$ cat config.mk
export PLATFORM = sky130hd
export DESIGN_NAME = tscap_bank
export DESIGN_NICKNAME = d
export VERILOG_FILES = /design/src/rtl/tscap_pkg.sv /design/src/rtl/tscap_pick.sv /design/src/rtl/tscap_hidec.sv /design/src/rtl/tscap_rmux.sv /design/src/rtl/tscap_bank.sv
export SDC_FILE = /design/constraint.sdc
export NUM_CORES = 1
export LEC_CHECK = 0
export ABC_AREA = 1
export BUFFER_PORTS_ARGS = -buffer_cell sky130_fd_sc_hd__buf_2
export CORE_ASPECT_RATIO = 0.8
export CORE_UTILIZATION = 30
export CTS_BUF_LIST = sky130_fd_sc_hd__clkbuf_2
export DETAILED_ROUTE_END_ITERATION = 12
export PLACE_DENSITY = 0.57
export SYNTH_ARGS = -nofsm -noshare
export SYNTH_HDL_FRONTEND = slang
export SYNTH_HIERARCHICAL = 1
export SYNTH_SLANG_ARGS = --single-unit
$ cat constraint.sdc
create_clock -name clk -period 1.93 [get_ports clk]
set_clock_uncertainty 0.2 [all_clocks]
set_input_delay 0.193 -clock clk [delete_from_list [all_inputs] [get_ports clk]]
set_output_delay 0.193 -clock clk [all_outputs]
set_load 0.05 [all_outputs]
$ cat src/rtl/tscap_pkg.sv
package tscap_pkg;
    // Fixed word addresses of the register map
    localparam int unsigned ADDR_CTRL   = 0;
    localparam int unsigned ADDR_TXSTAT = 1;
    localparam int unsigned ADDR_RXSTAT = 2;
    localparam int unsigned ADDR_TXLO   = 3;
    localparam int unsigned ADDR_TXHI   = 4;
    localparam int unsigned ADDR_RXBASE = 8;
endpackage

$ cat src/rtl/tscap_pick.sv
module tscap_pick #(
    parameter int unsigned N     = 4,
    localparam int unsigned IDX_W = (N > 1) ? $clog2(N) : 1
) (
    input  logic [N-1:0]     busy,
    output logic             found,
    output logic [IDX_W-1:0] idx
);
    // Scan from the top so the lowest free slot is the last one written
    always_comb begin
        found = 1'b0;
        idx   = '0;
        for (int i = N - 1; i >= 0; i--) begin
            if (!busy[i]) begin
                found = 1'b1;
                idx   = IDX_W'(i);
            end
        end
    end
endmodule

$ cat src/rtl/tscap_hidec.sv
module tscap_hidec
    import tscap_pkg::*;
#(
    parameter int unsigned N      = 4,
    parameter int unsigned ADDR_W = 4
) (
    input  logic              acc,
    input  logic [ADDR_W-1:0] addr,
    output logic [N-1:0]      rx_rel,
    output logic              tx_rel
);
    assign tx_rel = acc && (addr == ADDR_W'(ADDR_TXHI));

    for (genvar g = 0; g < N; g++) begin : g_slot
        assign rx_rel[g] = acc && (addr == ADDR_W'(ADDR_RXBASE + 2 * g + 1));
    end
endmodule

$ cat src/rtl/tscap_rmux.sv
module tscap_rmux
    import tscap_pkg::*;
#(
    parameter int unsigned N      = 4,
    parameter int unsigned WORD_W = 32,
    parameter int unsigned ADDR_W = 4,
    localparam int unsigned TIME_W = 2 * WORD_W
) (
    input  logic [ADDR_W-1:0]        addr,
    input  logic                     irq_en,
    input  logic                     tx_vld,
    input  logic [TIME_W-1:0]        tx_ts,
    input  logic [N-1:0]             rx_vld,
    input  logic [N-1:0][TIME_W-1:0] rx_ts,
    output logic [WORD_W-1:0]        rdata
);
    always_comb begin
        rdata = '0;
        if (addr == ADDR_W'(ADDR_CTRL))   rdata = WORD_W'(irq_en);
        if (addr == ADDR_W'(ADDR_TXSTAT)) rdata = WORD_W'(tx_vld);
        if (addr == ADDR_W'(ADDR_RXSTAT)) rdata = WORD_W'(rx_vld);
        if (addr == ADDR_W'(ADDR_TXLO))   rdata = tx_ts[WORD_W-1:0];
        if (addr == ADDR_W'(ADDR_TXHI))   rdata = tx_ts[TIME_W-1:WORD_W];
        for (int i = 0; i < N; i++) begin
            if (addr == ADDR_W'(ADDR_RXBASE + 2 * i))     rdata = rx_ts[i][WORD_W-1:0];
            if (addr == ADDR_W'(ADDR_RXBASE + 2 * i + 1)) rdata = rx_ts[i][TIME_W-1:WORD_W];
        end
    end
endmodule

$ cat src/rtl/tscap_bank.sv
module tscap_bank
    import tscap_pkg::*;
#(
    parameter int unsigned RX_SLOTS = 4,
    parameter int unsigned WORD_W   = 32,
    parameter int unsigned ADDR_W   = 4,
    localparam int unsigned TIME_W  = 2 * WORD_W,
    localparam int unsigned IDX_W   = (RX_SLOTS > 1) ? $clog2(RX_SLOTS) : 1
) (
    input  logic              clk,
    input  logic              rst_n,
    input  logic [TIME_W-1:0] time_ns,
    input  logic              tx_evt,
    input  logic              rx_evt,
    input  logic              rd_en,
    input  logic              wr_en,
    input  logic [ADDR_W-1:0] addr,
    input  logic [WORD_W-1:0] wdata,
    output logic [WORD_W-1:0] rdata,
    output logic              rx_cap_o,
    output logic [IDX_W-1:0]  rx_idx_o,
    output logic              rx_drop_o,
    output logic              irq_o
);
    typedef struct packed {
        logic                            irq_en;
        logic                            tx_vld;
        logic [TIME_W-1:0]               tx_ts;
        logic [RX_SLOTS-1:0]             rx_vld;
        logic [RX_SLOTS-1:0][TIME_W-1:0] rx_ts;
        logic                            rx_cap;
        logic [IDX_W-1:0]                rx_idx;
        logic                            rx_drop;
    } state_t;

    state_t st_d, st_q;

    logic                acc_w;
    logic [RX_SLOTS-1:0] rx_rel_w;
    logic                tx_rel_w;
    logic                pick_found_w;
    logic [IDX_W-1:0]    pick_idx_w;
    logic                irq_en_w;
    logic                tx_vld_w;
    logic [RX_SLOTS-1:0] rx_vld_w;

    assign acc_w = rd_en || wr_en;

    tscap_hidec #(.N(RX_SLOTS), .ADDR_W(ADDR_W)) hidec_i (
        .acc    (acc_w),
        .addr   (addr),
        .rx_rel (rx_rel_w),
        .tx_rel (tx_rel_w)
    );

    // Allocation looks at the valid bits before any release of this cycle
    tscap_pick #(.N(RX_SLOTS)) pick_i (
        .busy  (st_q.rx_vld),
        .found (pick_found_w),
        .idx   (pick_idx_w)
    );

    tscap_rmux #(.N(RX_SLOTS), .WORD_W(WORD_W), .ADDR_W(ADDR_W)) rmux_i (
        .addr   (addr),
        .irq_en (st_q.irq_en),
        .tx_vld (st_q.tx_vld),
        .tx_ts  (st_q.tx_ts),
        .rx_vld (st_q.rx_vld),
        .rx_ts  (st_q.rx_ts),
        .rdata  (rdata)
    );

    always_comb begin
        st_d         = st_q;
        st_d.rx_cap  = 1'b0;
        st_d.rx_drop = 1'b0;

        if (wr_en && addr == ADDR_W'(ADDR_CTRL)) begin
            st_d.irq_en = wdata[0];
        end

        // Transmit slot: a locked slot ignores new events
        if (st_q.tx_vld) begin
            if (tx_rel_w) st_d.tx_vld = 1'b0;
        end else if (tx_evt) begin
            st_d.tx_vld = 1'b1;
            st_d.tx_ts  = time_ns;
        end

        // Receive pool: release first, then fill a slot that was already free
        st_d.rx_vld = st_q.rx_vld & ~rx_rel_w;
        if (rx_evt) begin
            if (pick_found_w) begin
                st_d.rx_vld[pick_idx_w] = 1'b1;
                st_d.rx_ts[pick_idx_w]  = time_ns;
                st_d.rx_cap             = 1'b1;
                st_d.rx_idx             = pick_idx_w;
            end else begin
                st_d.rx_drop = 1'b1;
            end
        end
    end

    always_ff @(posedge clk) begin
        if (!rst_n) st_q <= '0;
        else        st_q <= st_d;
    end

    assign irq_en_w  = st_q.irq_en;
    assign tx_vld_w  = st_q.tx_vld;
    assign rx_vld_w  = st_q.rx_vld;
    assign rx_cap_o  = st_q.rx_cap;
    assign rx_idx_o  = st_q.rx_idx;
    assign rx_drop_o = st_q.rx_drop;
    assign irq_o     = st_q.tx_vld && st_q.irq_en;
endmodule

==> results of run 1 <==
metrics by stage:
stage               hold WS [ps]  utilization (%)  TNS, ps
floorplan                    107                -        0
global placement             242             34.2    -8580
detailed placement           242             34.2   -11020
CTS                         11.0             40.5   -23920
global route                 115             42.7   -28770
finish                       146             42.7   -20750
report_power, final:
group          internal [uW]  total, uW  switching, uW
registers               7200       7400            201
clock network           1890       4920           3030
logic                    959       2290           1340
total                  10100      14600           4570
repair_timing:
item                                    4_1_cts  5_1_grt
setup buffers                                 8        8
resized for setup                           139      213
pin swaps                                    28       81
hold endpoints to repair                    330       23
hold buffers                                156        2
endpoints found under the setup margin      115      263
gates cloned                                  3       21
synthesized netlist by cell type (all sizes together):
cell type  number  area share, %
o22ai           1          0.045
clkbuf         65            1.9
o21a            1          0.054
nand2         310            8.5
inv            78            2.1
dfxtp         330             47
o21ai         327             12
buf            67            3.6
nor2          727             20
a21oi          39            1.4
or2             1          0.045
nand4          62            2.8
nand3          22           0.83
worst max-delay path, stage by stage:
cell and delay [ps]:
dlygate4sd3_1 550, buf_6 110, dlygate4sd3_1 1070, buf_12 330, nand2_1 80, dlygate4sd3_1 560
nor2_1 80, dlygate4sd3_1 540
final cells by class:
class | instances | area (um2)
clock buffers | 127 | 636
repair inverters | 1 | 16.3
well taps | 612 | 766
repair buffers | 386 | 4180
fillers | 4614 | 26200
clock inverters | 22 | 133
diodes | 4 | 10.0
inverters | 78 | 342
flip-flops and latches | 330 | 6670
multi-input cells | 1491 | 6820
kinds of logic after synthesis:
| family | share of synthesized area (%) |
|---|---|
| buf+inv | 7.53 |
| compound gates | 13.2 |
| simple gates | 31.9 |
| flops | 47.4 |
metal layers:
metal	share of wire [%]	vias up	wire length (um)	GRT usage (%)
met5	0	-	0	0
met2	45	490	23200	31.8
met3	6.8	87	3520	3.94
li1	-	7216	-	-
met4	2.1	0	1080	5.59
met1	46	6880	24000	26.8
worst max-delay path by stage:
stage | startpoint | to | slack (ps) | cells after the start
floorplan | addr[2] | rdata[10] | 70 | 11
global placement | addr[2] | rdata[9] | -260 | 10
detailed placement | addr[2] | rdata[9] | -260 | 10
CTS | rx_vld_w[0]$_SDFF_PN0_ | rdata[0] | -890 | 11
global route | rx_vld_w[0]$_SDFF_PN0_ | rdata[0] | -960 | 11
finish | rst_n | rx_drop_o$_SDFF_PN0_ | -850 | 8
==> out/results.tsv, run 1 <==
stage	metric	value	unit
clock_network	CTS buffer count	84	
worst_setup_path	Worst setup EP type	register	
clock_network	root buffer cell	clkbuf_2	
routing	post-DR wirelength/cell	17.0	um
routing	Routed WL	51800	um
placed_design	Inst Count DP	2705	
sta	max-slew violation count	0	
routing	DR vias/cell	4.81	
floorplanning	core area	45800	um2
global_routing	vias in the first global route	13653	
synthesis	sequential fraction of the synthesis area	47.4	%
final_layout	post-route design area	19600	um2
synthesis	post-synth cell types	24	
sta	final setup violation count	81	
placed_design	GP Congestion	0.786	
worst_setup_path	crit path DAT	3540	ps
worst_setup_path	R2R cell count	12	
sta	post-layout min period	2780	ps
sta	Peak Freq	360	MHz
clock_network	H-tree level count	3	
sta	RSZ-0062 raised after global routing	yes	
synthesis	mapped cell area	14000	um2
clock_network	CTS max path bufs	3	
synthesis	Synth Area per Inst	6.87	um2
power	Leakage	0.00824	uW
min_path	WHS Endpoint	tx_vld_w$_SDFF_PN0_	
routing	DRC Markers	0	
worst_setup_path	Worst Setup Path Type	in2reg	
final_layout	Final Non-Filler Cells	3051	
floorplanning	row count	70	
min_path	Hold Path Stages	8	
final_layout	most common cell after layout, fill and taps aside	nor2_1	
synthesis	Yosys warning total	6	
job	max_cap viols	0	
worst_setup_path	Reg2Reg Setup Slack	-20	ps
synthesis	Mapped Nets	2136	
floorplanning	Ports	143	
floorplanning	die area	47400	um2
placed_design	DP Area	15700	um2
power	peak supply drop	329	uV
routing	Routed Antenna Nets	0	
final_layout	Area Growth Syn to Fin	40.3	%
routing	First DRT Iteration DRCs	1108	
final_layout	nets	2478	
routing	DRT Pass-1 Iters	5	
final_layout	most frequent cells in the layout	670 x nor2_1, 284 x dfxtp_1, 274 x nand2_1	
clock_network	Reg clk slew, reported paths	110	ps
clock_network	clk sinks	330	
sta	worst-margin pin slew	799	ps
global_routing	largest net degree at the start of global routing	94	
floorplanning	Initial Util	30.5	%
outcome	outcome	complete, but fails checks	
placed_design	DP Wirelength	28200	um
worst_setup_path	Worst Path Required	2690	ps
worst_setup_path	CP Max Fanout	44	
worst_setup_path	critical path launch point type	input pin	
worst_setup_path	RR Startpoint	rx_vld_w[3]$_SDFF_PN0_	
clock_network	Worst-Skew Late Latency	1020	ps
clock_network	CTS tree	done	
final_layout	share of cells above drive strength 1	23.3	%
global_routing	initial antenna violation count	4	
placed_design	port bufs	111	
min_path	hold_sp	addr[0]	
synthesis	Synth Instances	2030	
global_routing	grt total ovfl	0	
min_path	worst hold path class	in2reg	
sta	Final Hold Violating Endpoints	0	
power	total power	14600	uW
sta	normalized max-slew margin	46.6	%
global_routing	global-route wire length before repair	74500	um
global_routing	gr usage total	19.8	%
synthesis	Synth Register Bits	330	
power	PwrDens	747	nW/um2
routing	routed vias	14673	
sta	fin crit share	144	%
placed_design	pre-CTS WS	-255	ps
floorplanning	Die W	243	um
outcome	failing checks	setup timing	
floorplanning	chip height	195	um
sta	worst setup margin	-850	ps
Note: power is estimated with default switching activity, not from simulation.
==> run 2: changes to the inputs <==
--- a/config.mk
+++ b/config.mk
@@ -16,3 +16,4 @@
 export SYNTH_HDL_FRONTEND = slang
 export SYNTH_HIERARCHICAL = 1
 export SYNTH_SLANG_ARGS = --single-unit
+export TNS_END_PERCENT = 50
==> run 2 against run 1 <==
Net effect:
- the run still ends with setup timing left
- cell count fell by 0.39%
- maximum frequency up 0.26%
- sequential power hardly changed
- die area unchanged
- via count shrank 1.4%
- flip-flop and latch count unchanged
- sequential share of layout area grew 0.67 points
- clock power hardly changed
- global-route usage down 0.20 points
- first-iteration DRC count is 5.8% higher
- largest cell class unchanged
==> out/results.tsv, run 2 (synthesis gave the netlist of run 1 again) <==
stage	metric	value	unit
clock_network	H-tree level count	3	
final_layout	most frequent cells in the layout	688 x nor2_1, 284 x dfxtp_1, 279 x o21ai_0	
floorplanning	Initial Util	30.5	%
sta	fin crit share	144	%
power	total power	14600	uW
routing	DRC Markers	0	
placed_design	port bufs	111	
worst_setup_path	Worst setup EP type	register	
sta	Final Hold Violating Endpoints	0	
sta	setup TNS	-20270	ps
worst_setup_path	critical path launch point type	input pin	
global_routing	grt total ovfl	0	
global_routing	gr usage total	19.6	%
global_routing	initial antenna violation count	3	
worst_setup_path	CP Max Fanout	44	
final_layout	nets	2466	
clock_network	root buffer cell	clkbuf_2	
sta	Peak Freq	361	MHz
worst_setup_path	Worst Path Required	2670	ps
floorplanning	Ports	143	
routing	Routed WL	49700	um
floorplanning	row count	70	
clock_network	CTS max path bufs	3	
floorplanning	chip height	195	um
worst_setup_path	crit path DAT	3520	ps
routing	routed vias	14466	
placed_design	pre-CTS WS	-255	ps
clock_network	CTS buffer count	84	
sta	worst setup margin	-843	ps
sta	normalized max-slew margin	47.0	%
routing	DR vias/cell	4.76	
power	PwrDens	759	nW/um2
power	Leakage	0.00807	uW
placed_design	DP Wirelength	28200	um
sta	RSZ-0062 raised after global routing	yes	
floorplanning	Die W	243	um
final_layout	most common cell after layout, fill and taps aside	nor2_1	
final_layout	Fillers	4661	
global_routing	largest net degree at the start of global routing	94	
global_routing	global-route wire length before repair	73900	um
routing	DRT Pass-1 Iters	5	
min_path	worst hold path class	in2reg	
worst_setup_path	Worst Setup Path Type	in2reg	
job	max_cap viols	0	
floorplanning	core area	45800	um2
sta	final setup violation count	68	
routing	First DRT Iteration DRCs	1172	
power	peak supply drop	321	uV
routing	post-DR wirelength/cell	16.4	um
clock_network	CTS tree	done	
sta	worst-margin pin slew	792	ps
sta	post-layout min period	2770	ps
sta	max-slew violation count	0	
outcome	outcome	complete, but fails checks	
clock_network	clk sinks	330	
routing	Routed Antenna Nets	0	
floorplanning	die area	47400	um2
placed_design	GP Congestion	0.786	
final_layout	share of cells above drive strength 1	21.8	%
clock_network	Reg clk slew, reported paths	110	ps
worst_setup_path	Reg2Reg Setup Slack	-30	ps
clock_network	Worst-Skew Late Latency	1010	ps
final_layout	Area Growth Syn to Fin	37.6	%
global_routing	vias in the first global route	13635	
outcome	failing checks	setup timing	
==> run 2: cell count changes in the layout (fill, tap and decap cells not counted), moves of 3 or more <==
cell       change
buf_6          -5
clkbuf_16      -5
nand2_1        +3
nor2_1        +18
nor2_2        -12
nor2_4         -6
o21ai_0       +39
o21ai_1       -37
==> run 2: worst max-delay path, cell delays in order <==
cell           delay (ps)
dlygate4sd3_1         550
buf_6                 110
dlygate4sd3_1        1070
buf_12                320
nand2_1                70
dlygate4sd3_1         560
nor2_1                 80
dlygate4sd3_1         540
==> run 2: through the flow <==
stage / std cells / cell area [um2] / hold slack, ps / util, %
2_1_floorplan: 2030 / 14000 / 107 / -
3_3_place_gp: 2705 / 15700 / 242 / 34.2
3_5_place_dp: 2705 / 15700 / 242 / 34.2
4_1_cts: 3018 / 18500 / 11.0 / 40.5
5_1_grt: 3038 / 19200 / 115 / 41.9
6_report: 3039 / 19200 / 153 / 41.9
==> run 2: routing by layer <==
| layer | global-route usage, % | wire length (um) | vias to the layer above |
|---|---|---|---|
| li1 | - | - | 7199 |
| met1 | 26.4 | 23700 | 6757 |
| met2 | 31.5 | 22400 | 433 |
| met3 | 3.92 | 2830 | 77 |
| met4 | 5.57 | 784 | 0 |
| met5 | 0 | 0 | - |
==> run 2: final timing paths <==
| check | endpoint | depth (start not counted) | startpoint |
|---|---|---|---|
| max | rx_drop_o$_SDFF_PN0_ | 8 | rst_n |
| min | tx_vld_w$_SDFF_PN0_ | 8 | addr[0] |
| max reg2reg | register | 12 | rx_vld_w[3]$_SDFF_PN0_ |
| min reg2reg | register | 2 | register |
==> run 2: where the power goes <==
group,internal (uW),leakage (uW),switching (uW)
clock network,1890,0.000582,3030
registers,7200,0.00271,198
logic,934,0.00477,1310
total,10000,0.00807,4540
==> run 2: cell type report <==
type / instances / area (um2) / area share, %
Sequential cell: 330 / 6670 / 34.7
Tap cell: 612 / 766 / 3.99
Timing Repair Buffer: 376 / 3970 / 20.7
Clock inverter: 22 / 133 / 0.691
Clock buffer: 127 / 636 / 3.31
Inverter: 78 / 328 / 1.71
Multi-Input combinational cell: 1490 / 6690 / 34.9
Antenna cell: 4 / 10.0 / 0.0521
==> run 2: timing repair <==
action / CTS / global route
pin swaps: 27 / 72
gates resized for setup: 137 / 133
hold buffers: 156 / 2
endpoints found under the hold margin: 330 / 23
gates cloned: 2 / 12
buffers inserted: 7 / 5
endpoints found under the setup margin: 115 / 244
==> run 3: changes to the inputs <==
--- a/config.mk
+++ b/config.mk
@@ -6,12 +6,14 @@
 export NUM_CORES = 1
 export LEC_CHECK = 0
 export ABC_AREA = 1
+export ABC_CLOCK_PERIOD_IN_PS = 2800
 export BUFFER_PORTS_ARGS = -buffer_cell sky130_fd_sc_hd__buf_2
 export CORE_ASPECT_RATIO = 0.8
 export CORE_UTILIZATION = 30
 export CTS_BUF_LIST = sky130_fd_sc_hd__clkbuf_2
 export DETAILED_ROUTE_END_ITERATION = 12
 export PLACE_DENSITY = 0.57
+export REMOVE_ABC_BUFFERS = 1
 export SYNTH_ARGS = -nofsm -noshare
 export SYNTH_HDL_FRONTEND = slang
 export SYNTH_HIERARCHICAL = 1
==> constraint.sdc (replaced) <==
create_clock -name clk -period 2.8 [get_ports clk]
set_clock_uncertainty 0.2 [all_clocks]
set_input_delay 0.28 -clock clk [delete_from_list [all_inputs] [get_ports clk]]
set_output_delay 0.28 -clock clk [all_outputs]
set_load 0.05 [all_outputs]
==> run 3 against run 2 <==
Net effect:
- the flow still finishes with violations (setup timing)
- routed wire length fell by 10%
- worst hold slack got worse by 31 ps
- flip-flop and latch count stayed put
- sequential share of layout area is 3.3 points higher
- cell area is 9.5% lower
- count of clock-buffer cells in the layout rose by 6
- first-iteration DRC count is 16% lower
- combinational power down 42%
==> out/results.tsv, run 3 (synthesis gave the netlist of run 1 again) <==
stage	metric	value	unit
worst_setup_path	Worst Path Buf+Inv	6	
sta	worst-margin pin slew	838	ps
clock_network	Worst-Skew Late Latency	930	ps
floorplanning	Initial Util	30.5	%
routing	met3 routed wirelength	2760	um
routing	First DRT Iteration DRCs	981	
sta	Final Hold Violating Endpoints	0	
global_routing	initial antenna violation count	1	
power	PwrDens	558	nW/um2
routing	routed vias	13814	
sta	max-slew violation count	0	
outcome	failing checks	setup timing	
worst_setup_path	sequence of cells on the critical path	dlygate4sd3_1 > dlygate4sd3_1 > buf_2 > dlygate4sd3_1 > nor2_1 > dlygate4sd3_1 > nor2_1 > dlygate4sd3_1	
routing	DRC Markers	0	
outcome	outcome	complete, but fails checks	
routing	Routed Antenna Nets	0	
final_layout	Final Non-Filler Cells	2955	
final_layout	most frequent cells in the layout	714 x nor2_1, 324 x dfxtp_1, 301 x nand2_1	
clock_network	clk sinks	330	
job	max_cap viols	0	
power	peak supply drop	205	uV
placed_design	port bufs	111	
global_routing	global-route wire length before repair	71600	um
sta	final setup violation count	1	
worst_setup_path	CP delay by family, top	buffers and inverters	
placed_design	Inst Count DP	2654	
clock_network	CTS max path bufs	3	
floorplanning	chip height	195	um
final_layout	nets	2394	
worst_setup_path	Worst Setup Path Type	in2reg	
worst_setup_path	critical path launch point type	input pin	
clock_network	CTS buffer count	87	
worst_setup_path	Worst Path Required	3460	ps
sta	RSZ-0062 raised after global routing	yes	
routing	DR WL met2	18900	um
clock_network	Reg clk slew, reported paths	110	ps
floorplanning	core area	45800	um2
min_path	worst hold path class	in2reg	
clock_network	H-tree level count	3	
sta	worst setup margin	-31.0	ps
clock_network	CTS tree	done	
sta	worst hold slack	122	ps
sta	Peak Freq	353	MHz
worst_setup_path	crit path DAT	3490	ps
global_routing	gr usage total	18.9	%
placed_design	DP Wirelength	25100	um
power	Leakage	0.00734	uW
global_routing	vias in the first global route	13237	
global_routing	largest net degree at the start of global routing	122	
sta	normalized max-slew margin	44.2	%
floorplanning	Ports	143	
clock_network	root buffer cell	clkbuf_2	
worst_setup_path	Worst setup EP type	register	
routing	post-DR wirelength/cell	15.1	um
routing	Metal-1 WL	22200	um
sta	post-layout min period	2830	ps
final_layout	share of cells above drive strength 1	13.9	%
routing	DR vias/cell	4.67	
worst_setup_path	crit-path max cell delay	610	ps
floorplanning	die area	47400	um2
final_layout	Fillers	4893	
global_routing	grt total ovfl	0	
final_layout	most common cell after layout, fill and taps aside	nor2_1	
final_layout	utilization after layout	37.9	%
floorplanning	Die W	243	um
placed_design	GP Congestion	0.766	
routing	DRT Pass-1 Iters	7	
routing	Routed WL	44600	um
worst_setup_path	most frequent CP cell	dlygate4sd3_1	
worst_setup_path	crit path max-delay cell type	dlygate4sd3_1	
routing	DR top layer	met4	
sta	fin crit share	101	%
worst_setup_path	CP Max Fanout	4	
final_layout	Area Growth Syn to Fin	24.5	%
floorplanning	row count	70	
-- run 3: cell count changes in the layout (fill, tap and decap cells not counted), moves of 28 or more --
cell     previous run  this run
buf_2              73       105
buf_4              51        20
buf_6              33         5
dfxtp_1           284       324
dfxtp_2            45         6
-- run 3: power breakdown --
group	switching [uW]	internal (uW)	leakage [uW]
clock	1980	1320	0.000588
sequential	127	4950	0.00270
combinational	822	483	0.00405
-- run 3: cell type report --
class / instances / area, um2 / area share [%]
sequential: 330 / 6610 / 38.1
antenna: 2 / 5.00 / 0.0288
tap: 612 / 766 / 4.41
timing repair buffer: 301 / 2590 / 14.9
clock buffer: 133 / 666 / 3.83
inverter: 78 / 295 / 1.70
multi-input combinational: 1490 / 6370 / 36.7
clock inverter: 9 / 70.1 / 0.403
-- run 3: final timing paths --
kind                                 start                       end  slack, ps  depth (start not counted)
hold / removal                       rst_n                  register        120                          4
setup / recovery               time_ns[12]    st_q[276]$_SDFFE_PN0P_        -30                          8
setup reg to reg       tx_vld_w$_SDFF_PN0_    st_q[301]$_SDFFE_PN0P_        400                          7
hold reg to reg   rx_idx_o[1]$_SDFFE_PN0P_  rx_idx_o[1]$_SDFFE_PN0P_        280                          2
-- run 3: worst register-to-register path, stage by stage (launching register included) --
cell           delay, ps
dfxtp_2              410
nor2_4                60
inv_2                 60
buf_12               290
nor2_1               150
dlygate4sd3_1        560
nor2_1               100
dlygate4sd3_1        550
-- run 3: through the flow --
step | setup WS [ps] | total power (uW) | area [um2] | setup TNS, ps
floorplan | -1260 | 5800 | 13200 | -81740
global placement | 317 | 6280 | 15000 | 0
detailed placement | 340 | 6310 | 15000 | 0
CTS | -34.4 | 9830 | 17300 | -60.8
global route | -122 | 10300 | 17400 | -687
finish | -31.0 | 9690 | 17400 | -31.0
-- run 3: what timing repair did --
action	CTS	global route
hold buffers	156	0
hold endpoints to repair	330	0
setup endpoints to repair	3	11
pin swaps	0	3
resized for setup	10	20
buffers inserted	1	0
-- run 3: layer usage --
metal | GRT usage [%] | vias to the layer above
met5 | 0 | -
met4 | 5.61 | 0
met3 | 4.43 | 68
met2 | 28.5 | 407
met1 | 26.6 | 6305
li1 | - | 7034
